===== src/rtl/txr_pkg.sv =====
package txr_pkg;
  localparam int WORD_W    = 32;
  localparam int CNT_W     = 22;
  localparam int HOLD_BIT  = 31;
  localparam int EOP_BIT   = 30;
  localparam int DONE_BIT  = 31;
  localparam int OFF_PARAM = 0;
  localparam int OFF_NEXT  = 4;
  localparam int OFF_BUF   = 8;
  localparam int OFF_STAT  = 12;

  typedef enum logic [1:0] {
    CMD_NONE    = 2'd0,
    CMD_INIT    = 2'd1,
    CMD_RELEASE = 2'd2,
    CMD_OFF     = 2'd3
  } cmd_e;

  typedef enum logic [3:0] {
    W_IDLE, W_RD_PAR, W_WT_PAR, W_RD_STS, W_WT_STS, W_RD_BUF, W_WT_BUF,
    W_RD_NXT, W_WT_NXT, W_RD_DAT, W_WT_DAT, W_EMIT, W_WB, W_PARK
  } wstate_e;
endpackage


===== src/rtl/txr_cmd.sv =====
module txr_cmd import txr_pkg::*; #(
  parameter int AW = 32,
  parameter int PW = 8,
  parameter int POLL_RESET = 7
) (
  input  logic          clk,
  input  logic          rst,
  input  logic          cmd_valid,
  input  logic [1:0]    cmd_code,
  input  logic [AW-1:0] base_addr,
  input  logic [PW-1:0] poll_ivl,
  input  logic          walker_idle,
  output logic          run_q,
  output logic          start_q,
  output logic          kick_q,
  output logic [AW-1:0] base_q,
  output logic [PW-1:0] poll_q
);
  cmd_e code;
  assign code = cmd_e'(cmd_code);

  always_ff @(posedge clk) begin
    if (rst) begin
      run_q   <= 1'b0;
      start_q <= 1'b0;
      kick_q  <= 1'b0;
      base_q  <= '0;
      poll_q  <= PW'(POLL_RESET);
    end else begin
      start_q <= 1'b0;
      kick_q  <= 1'b0;
      if (cmd_valid) begin
        case (code)
          CMD_INIT: begin
            if (!run_q && walker_idle) begin
              run_q   <= 1'b1;
              start_q <= 1'b1;
              base_q  <= base_addr;
              poll_q  <= poll_ivl;
            end
          end
          CMD_RELEASE: if (run_q) kick_q <= 1'b1;
          CMD_OFF:     run_q <= 1'b0;
          default: ;
        endcase
      end
    end
  end

  AST_START_FROM_IDLE: assert property (@(posedge clk) disable iff (rst)
    start_q |-> walker_idle && run_q);
endmodule


===== src/rtl/txr_poll_timer.sv =====
module txr_poll_timer #(
  parameter int PW = 8
) (
  input  logic          clk,
  input  logic          rst,
  input  logic          start,
  input  logic [PW-1:0] ivl,
  output logic          expired
);
  logic [PW-1:0] cnt_q;
  logic          armed_q;

  always_ff @(posedge clk) begin
    if (rst) begin
      cnt_q   <= '0;
      armed_q <= 1'b0;
    end else if (start) begin
      cnt_q   <= ivl;
      armed_q <= 1'b1;
    end else if (armed_q && cnt_q != '0) begin
      cnt_q <= cnt_q - 1'b1;
    end
  end

  assign expired = armed_q && (cnt_q == '0);
endmodule


===== src/rtl/txr_byte_out.sv =====
module txr_byte_out #(
  parameter int DW = 32
) (
  input  logic          clk,
  input  logic          rst,
  input  logic          load,
  input  logic [DW-1:0] load_word,
  input  logic [1:0]    load_lane,
  input  logic [2:0]    load_cnt,
  input  logic          load_last,
  output logic          idle,
  output logic          out_valid,
  output logic [7:0]    out_data,
  output logic          out_last,
  input  logic          out_ready
);
  logic [DW-1:0] word_q;
  logic [1:0]    lane_q;
  logic [2:0]    cnt_q;
  logic          last_q;
  logic          busy_q;

  always_ff @(posedge clk) begin
    if (rst) begin
      word_q <= '0;
      lane_q <= '0;
      cnt_q  <= '0;
      last_q <= 1'b0;
      busy_q <= 1'b0;
    end else if (load && !busy_q) begin
      word_q <= load_word;
      lane_q <= load_lane;
      cnt_q  <= load_cnt;
      last_q <= load_last;
      busy_q <= (load_cnt != 3'd0);
    end else if (busy_q && out_ready) begin
      if (cnt_q == 3'd1) begin
        busy_q <= 1'b0;
      end else begin
        lane_q <= lane_q + 2'd1;
        cnt_q  <= cnt_q - 3'd1;
      end
    end
  end

  assign idle      = !busy_q;
  assign out_valid = busy_q;
  assign out_data  = word_q[{lane_q, 3'b000} +: 8];
  assign out_last  = busy_q && last_q && (cnt_q == 3'd1);

  AST_STALL_STABLE: assert property (@(posedge clk) disable iff (rst)
    out_valid && !out_ready |=> out_valid && $stable(out_data) && $stable(out_last));
endmodule


===== src/rtl/txr_walker.sv =====
module txr_walker import txr_pkg::*; #(
  parameter int AW = 32
) (
  input  logic              clk,
  input  logic              rst,
  input  logic              start,
  input  logic [AW-1:0]     base,
  input  logic              run,
  input  logic              kick,
  input  logic              poll_exp,
  output logic              poll_start,
  output logic              idle,
  output logic              mem_req,
  output logic              mem_we,
  output logic [AW-1:0]     mem_addr,
  output logic [WORD_W-1:0] mem_wdata,
  input  logic              mem_rvalid,
  input  logic [WORD_W-1:0] mem_rdata,
  output logic              ser_load,
  output logic [WORD_W-1:0] ser_word,
  output logic [1:0]        ser_lane,
  output logic [2:0]        ser_cnt,
  output logic              ser_last,
  input  logic              ser_idle
);
  localparam logic [AW-1:0] DESC_MASK = ~AW'(15);

  wstate_e           st_q;
  logic [AW-1:0]     cur_q, nxt_q, ba_q;
  logic [CNT_W-1:0]  rem_q;
  logic              hold_q, eop_q;
  logic [WORD_W-1:0] sts_q;
  logic [2:0]        avail, take;
  logic [CNT_W-1:0]  take_w;

  always_comb begin
    avail  = 3'd4 - {1'b0, ba_q[1:0]};
    take   = (rem_q < CNT_W'(avail)) ? rem_q[2:0] : avail;
    take_w = CNT_W'(take);
  end

  always_comb begin
    mem_req  = 1'b0;
    mem_we   = 1'b0;
    mem_addr = cur_q;
    case (st_q)
      W_RD_PAR: begin mem_req = 1'b1; mem_addr = cur_q + AW'(OFF_PARAM); end
      W_RD_STS: begin mem_req = 1'b1; mem_addr = cur_q + AW'(OFF_STAT);  end
      W_RD_BUF: begin mem_req = 1'b1; mem_addr = cur_q + AW'(OFF_BUF);   end
      W_RD_NXT: begin mem_req = 1'b1; mem_addr = cur_q + AW'(OFF_NEXT);  end
      W_RD_DAT: begin mem_req = 1'b1; mem_addr = {ba_q[AW-1:2], 2'b00};  end
      W_WB:     begin mem_req = 1'b1; mem_we = 1'b1; mem_addr = cur_q + AW'(OFF_STAT); end
      default: ;
    endcase
  end

  assign mem_wdata  = sts_q | (WORD_W'(1) << DONE_BIT);
  assign ser_load   = (st_q == W_WT_DAT) && mem_rvalid;
  assign ser_word   = mem_rdata;
  assign ser_lane   = ba_q[1:0];
  assign ser_cnt    = take;
  assign ser_last   = eop_q && (rem_q == take_w);
  assign poll_start = (st_q == W_WT_STS) && mem_rvalid && (hold_q || mem_rdata[DONE_BIT]);
  assign idle       = (st_q == W_IDLE);

  always_ff @(posedge clk) begin
    if (rst) begin
      st_q   <= W_IDLE;
      cur_q  <= '0;
      nxt_q  <= '0;
      ba_q   <= '0;
      rem_q  <= '0;
      hold_q <= 1'b0;
      eop_q  <= 1'b0;
      sts_q  <= '0;
    end else begin
      case (st_q)
        W_IDLE: if (start) begin
          cur_q <= base & DESC_MASK;
          st_q  <= W_RD_PAR;
        end
        W_RD_PAR: st_q <= W_WT_PAR;
        W_WT_PAR: if (mem_rvalid) begin
          hold_q <= mem_rdata[HOLD_BIT];
          eop_q  <= mem_rdata[EOP_BIT];
          rem_q  <= mem_rdata[CNT_W-1:0];
          st_q   <= W_RD_STS;
        end
        W_RD_STS: st_q <= W_WT_STS;
        W_WT_STS: if (mem_rvalid) begin
          sts_q <= mem_rdata;
          st_q  <= (hold_q || mem_rdata[DONE_BIT]) ? W_PARK : W_RD_BUF;
        end
        W_RD_BUF: st_q <= W_WT_BUF;
        W_WT_BUF: if (mem_rvalid) begin
          ba_q <= mem_rdata[AW-1:0];
          st_q <= W_RD_NXT;
        end
        W_RD_NXT: st_q <= W_WT_NXT;
        W_WT_NXT: if (mem_rvalid) begin
          nxt_q <= mem_rdata[AW-1:0] & DESC_MASK;
          st_q  <= (rem_q == '0) ? W_WB : W_RD_DAT;
        end
        W_RD_DAT: st_q <= W_WT_DAT;
        W_WT_DAT: if (mem_rvalid) begin
          ba_q  <= ba_q + AW'(take);
          rem_q <= rem_q - take_w;
          st_q  <= W_EMIT;
        end
        W_EMIT: if (ser_idle) st_q <= (rem_q == '0) ? W_WB : W_RD_DAT;
        W_WB: begin
          if (run) begin
            cur_q <= nxt_q;
            st_q  <= W_RD_PAR;
          end else begin
            st_q  <= W_IDLE;
          end
        end
        W_PARK: begin
          if (!run)                 st_q <= W_IDLE;
          else if (kick || poll_exp) st_q <= W_RD_PAR;
        end
        default: st_q <= W_IDLE;
      endcase
    end
  end

  AST_ADDR_ALIGNED: assert property (@(posedge clk) disable iff (rst)
    mem_req |-> mem_addr[1:0] == 2'b00);
  AST_HELD_NO_DATA: assert property (@(posedge clk) disable iff (rst)
    st_q == W_RD_DAT |-> !hold_q && !sts_q[DONE_BIT]);
  AST_WB_STATUS_WORD: assert property (@(posedge clk) disable iff (rst)
    mem_we |-> mem_req && mem_wdata[DONE_BIT] && mem_addr[3:0] == 4'(OFF_STAT));
  AST_READ_EXPECTED: assert property (@(posedge clk) disable iff (rst)
    mem_rvalid |-> st_q inside {W_WT_PAR, W_WT_STS, W_WT_BUF, W_WT_NXT, W_WT_DAT});
  AST_PARK_SER_IDLE: assert property (@(posedge clk) disable iff (rst)
    st_q == W_PARK |-> ser_idle);
endmodule


===== src/rtl/txr_dma_top.sv =====
module txr_dma_top import txr_pkg::*; #(
  parameter int AW = 32,
  parameter int PW = 8,
  parameter int POLL_RESET = 7
) (
  input  logic          clk,
  input  logic          rst,
  input  logic          cmd_valid,
  input  logic [1:0]    cmd_code,
  input  logic [AW-1:0] base_addr,
  input  logic [PW-1:0] poll_ivl,
  output logic          mem_req,
  output logic          mem_we,
  output logic [AW-1:0] mem_addr,
  output logic [31:0]   mem_wdata,
  input  logic          mem_rvalid,
  input  logic [31:0]   mem_rdata,
  output logic          out_valid,
  output logic [7:0]    out_data,
  output logic          out_last,
  input  logic          out_ready
);
  logic              run, start, kick, w_idle, poll_start, poll_exp;
  logic [AW-1:0]     base_q;
  logic [PW-1:0]     poll_q;
  logic              ser_load, ser_last, ser_idle;
  logic [WORD_W-1:0] ser_word;
  logic [1:0]        ser_lane;
  logic [2:0]        ser_cnt;

  txr_cmd #(.AW(AW), .PW(PW), .POLL_RESET(POLL_RESET)) u_cmd (
    .clk(clk), .rst(rst), .cmd_valid(cmd_valid), .cmd_code(cmd_code),
    .base_addr(base_addr), .poll_ivl(poll_ivl), .walker_idle(w_idle),
    .run_q(run), .start_q(start), .kick_q(kick), .base_q(base_q), .poll_q(poll_q)
  );

  txr_poll_timer #(.PW(PW)) u_poll (
    .clk(clk), .rst(rst), .start(poll_start), .ivl(poll_q), .expired(poll_exp)
  );

  txr_walker #(.AW(AW)) u_walk (
    .clk(clk), .rst(rst), .start(start), .base(base_q), .run(run), .kick(kick),
    .poll_exp(poll_exp), .poll_start(poll_start), .idle(w_idle),
    .mem_req(mem_req), .mem_we(mem_we), .mem_addr(mem_addr), .mem_wdata(mem_wdata),
    .mem_rvalid(mem_rvalid), .mem_rdata(mem_rdata),
    .ser_load(ser_load), .ser_word(ser_word), .ser_lane(ser_lane), .ser_cnt(ser_cnt),
    .ser_last(ser_last), .ser_idle(ser_idle)
  );

  txr_byte_out #(.DW(WORD_W)) u_ser (
    .clk(clk), .rst(rst), .load(ser_load), .load_word(ser_word), .load_lane(ser_lane),
    .load_cnt(ser_cnt), .load_last(ser_last), .idle(ser_idle),
    .out_valid(out_valid), .out_data(out_data), .out_last(out_last), .out_ready(out_ready)
  );

  AST_LAST_FINAL: assert property (@(posedge clk) disable iff (rst)
    out_valid && out_last |-> u_walk.rem_q == '0 && u_walk.eop_q);
endmodule


===== config.mk =====
export PLATFORM = sky130hd
export DESIGN_NAME = txr_dma_top
export DESIGN_NICKNAME = d
export VERILOG_FILES = /design/src/rtl/txr_pkg.sv /design/src/rtl/txr_cmd.sv /design/src/rtl/txr_poll_timer.sv /design/src/rtl/txr_byte_out.sv /design/src/rtl/txr_walker.sv /design/src/rtl/txr_dma_top.sv
export SDC_FILE = /design/constraint.sdc
export NUM_CORES = 1
export LEC_CHECK = 0
export BUFFER_PORTS_ARGS = -buffer_cell sky130_fd_sc_hd__buf_2
export CAP_MARGIN = 5
export CORE_ASPECT_RATIO = 0.5
export CORE_MARGIN = 2
export CORE_UTILIZATION = 50
export CTS_CLUSTER_DIAMETER = 60
export DETAILED_ROUTE_END_ITERATION = 8
export PLACE_DENSITY = 0.71
export SLEW_MARGIN = 10
export SYNTH_ARGS = -nofsm -noshare
export SYNTH_HDL_FRONTEND = slang
export SYNTH_SLANG_ARGS = --single-unit

===== constraint.sdc =====
create_clock -name clk -period 4.8 [get_ports clk]
set_clock_uncertainty 0.05 [all_clocks]
set_input_delay 0.48 -clock clk [delete_from_list [all_inputs] [get_ports clk]]
set_output_delay 0.48 -clock clk [all_outputs]
set_load 0.02 [all_outputs]

==> results.toml <==
[timing]
relSlewSlack_pct = 19.79
timing.final.ws_setup_ns = 0.2716
slew_violations = 0
setup-violations-final = 0
tightest_slew_ns = 1.203
period_needed_ns = 4.528
max_freq_mhz = 220.8
setup-tns-final_ns = 0
fin_crit_sh_pct = 94.34
hold_ws_ns = 0.1396
hold_viol = 0
rsz0062_at_grt = "false"

[clock_tree]
numCtsBuffers = 22
cts_tree = "yes"
post_cts_buffers = 0
clkTransAtPathRegs_ns = 0.07
htreeDepth = 1
ctsHoldBuffers = 0
clk-insertion-delay-late_ns = 0.52
cts_root_buf = "clkbuf_16"
clockBufferDepth = 3
clock_sinks = 234

[worst_hold_path]
min_from = "base_addr[12]"
hp-class = "in2reg"
holdPathStages = 3
worstHoldEndpoint = "u_cmd.base_q[12]"

[global_route]
use_met1_pct = 40.71
grt_pass1_vias = 9959
grt_pass1_wl_um = 53320
grt_start_max_net_pins = 127
grt_usage_pct = 28.22
busiest_layer = "met2"
antenna_found_initial = 0
grtUsageMet2_pct = 44.19
grt_use_met3_pct = 3.707
grt-ovfl-total = 0

[synth]
synth_top_area_cell = "dfxtp_1"
avgSynthCellArea_um2 = 7.865
synthXorXnorAreaFrac_pct = 1.019
synth_seq_cells = 234
synth.top_cells.by_area = "dfxtp_1, nand2_1, a21oi_1"
synth_top_family_by_area = "simple AND/OR/NAND/NOR gates"
synthFlopType = "dfxtp_1"
synth_commonest_cells = "nand2_1, dfxtp_1, a21oi_1, nor2_1, clkbuf_1"
synth_top_area_share_pct = 41.92
yosys_warnings = 0
seq_area_frac_synth_pct = 41.92
async_flop_share_pct = 0
yosysMostFrequentCell = "nand2_1"
synth-edff-count = 0
synth_compound_area_share_pct = 21.05
synthCells = 1421
synth_area_um2 = 11180
muxShareOfSynthArea_pct = 7.501
synth-simple-area-share_pct = 22.32
ys_types = 71
synthAdderAreaFrac_pct = 1.500

[cells_and_area]
area_growth_pct = 15.27
nFillCells = 2030
finalInstanceArea_um2 = 12880
finalNetCount = 1595
antennaDiodeCount = 0
multi_input_area_um2 = 6012
drive_gt1_share_pct = 17.69
ff_latch_area_um2 = 4684
finalCoreUtilization_pct = 59.16

[drt]
vias = 10850
wl_per_cell_um = 18.72
drtIter0Drc = 844
avgViaCountPerCell = 5.957
firstDrtPassIters = 5
ant_nets = 0
finalWirelength_um = 34090
drc_errors = 0

[setup_path]
crit_type = "reg2reg"
worst-path-max-fanout = 15
reg2reg_to = "u_walk.ba_q[26]"
cp_slowest_cell = "or4_4"
critPathLaunchType = "flip-flop"
cp.required_ns = 5.17
worstPathArrival_ns = 4.90
worstReg2RegStart = "u_walk.rem_q[6]"
max_stage_delay_ns = 0.58
r2r_slack_ns = 0.27
cp-end-kind = "flip-flop"
crit_start = "u_walk.rem_q[6]"
r2r_cells = 13
path_cells = "or4_4, or4_4, a2111o_1, a21oi_2, inv_1, ha_1, ha_1, or2_2, a221o_1, nand2_4, nor4_1, o211a_1, a2111oi_2"

[placed_design]
place_ws_ns = 0.2319
place.gp.congestion = 0.9198
dp_hpwl_um = 23050
portBuffers = 147
placed_area_um2 = 12060

[flow_run]
max-cap-violations = 0

[power]
leakage_nw = 4.733
peakVddDrop_uv = 257.3
p_per_area_nw_per_um2 = 399.5

[die]
die_w_um = 215.4
fp-row-count = 38
start_util_pct = 51.32
core_um2 = 21780
fp.dieH_um = 109.7
ios = 155
die_area_um2 = 23640

[status]
status = "completed"
[sequential cells by signal, indices dropped and copies added (netlist names)]
register,flops
u_ser.out_valid,1
u_cmd.run_q,1
u_cmd.base_q,28
u_walk.eop_q,1
u_poll.cnt_q,8
u_walk.rem_q,22
u_walk.hold_q,1
u_cmd.kick_q,1
u_walk.sts_q,31
u_cmd.start_q,1
u_walk.st_q,4
u_ser.last_q,1
u_walk.ba_q,32
u_ser.cnt_q,3
u_walk.nxt_q,28
u_cmd.poll_q,8
u_ser.lane_q,2
u_walk.cur_q,28
u_poll.armed_q,1
u_ser.word_q,32
[cell type report]
cell class                      instances  share of cell area (%)
Multi-Input combinational cell       1058                   46.67
Sequential cell                       234                   36.36
Timing Repair Buffer                  170                   7.197
Clock buffer                           29                   4.944
Tap cell                              300                   2.914
Clock inverter                         11                   1.360
Inverter                               19                  0.5536
[per-layer routing]
layer	up-vias	wire, um
met2	435	14820
met1	5172	16270
met4	0	843
li1	5186	-
met3	54	2157
met5	-	0
[layout by cell type, fill, tap and decap left out, drive strengths merged, types with 5 or more instances in the layout]
cell type / n
clkinv: 5
nand2: 333
dfxtp: 234
nor3: 26
a21oi: 187
nor4: 13
o32ai: 5
a22oi: 5
o22ai: 10
inv: 19
mux2i: 32
nor2: 110
mux4: 8
o21ai: 44
a21o: 5
clkbuf: 29
or3: 7
ha: 11
buf: 170
a41oi: 5
xnor2: 8
xor2: 5
and3: 15
or2: 5
mux2: 30
nand3: 26
a32o: 6
a211oi: 57
or4: 6
nand4: 8
o21a: 6
a31oi: 12
a221oi: 6
[where the power goes]
| group | switching [mW] | leakage (nW) | internal [mW] | total [mW] |
|---|---|---|---|---|
| Combinational | 0.697 | 2.45 | 0.379 | 1.08 |
| Clock | 0.793 | 0.395 | 1.16 | 1.95 |
| Sequential | 0.0987 | 1.89 | 2.02 | 2.12 |
| Total | 1.59 | 4.73 | 3.56 | 5.15 |
[critical path: cells and delay by family (launching register included)]
family | cells | cell delay (ns)
simple gates | 5 | 1.76
compound gates | 5 | 1.75
fa+ha+maj | 2 | 0.44
flops | 1 | 0.35
buf+inv | 1 | 0.09
[logic make-up after synthesis]
group / after synthesis
and+or+nand+nor: 577
DFF: 234
AOI/OAI and AO/OA: 381
muxes: 70
xor gates and xnor gates: 13
buffers and inverters: 130
other: 2
adders and majority gates: 14
[worst max-delay path by stage]
stage | end | slack [ns] | cells past startpoint
global route | u_walk.ba_q[17] | 0.06 | 14
detailed placement | u_walk.ba_q[26] | 0.23 | 13
floorplan | u_walk.rem_q[9] | 0.69 | 14
CTS | u_walk.ba_q[26] | 0.21 | 13
finish | u_walk.ba_q[26] | 0.27 | 13
global placement | u_walk.ba_q[26] | 0.34 | 13
[per-stage QoR]
stage	total power, mW	cells
floorplan	2.891	1422
global placement	3.180	1781
detailed placement	3.209	1781
CTS	5.133	1821
global route	5.353	1821
finish	5.147	1821
[what timing repair did]
| action | CTS | global route |
|---|---|---|
| endpoints found under the hold margin | 0 | 0 |
| gates resized for setup | 0 | 2 |
| setup endpoints to repair | 0 | 1 |
(Power assumes the default switching activity.)
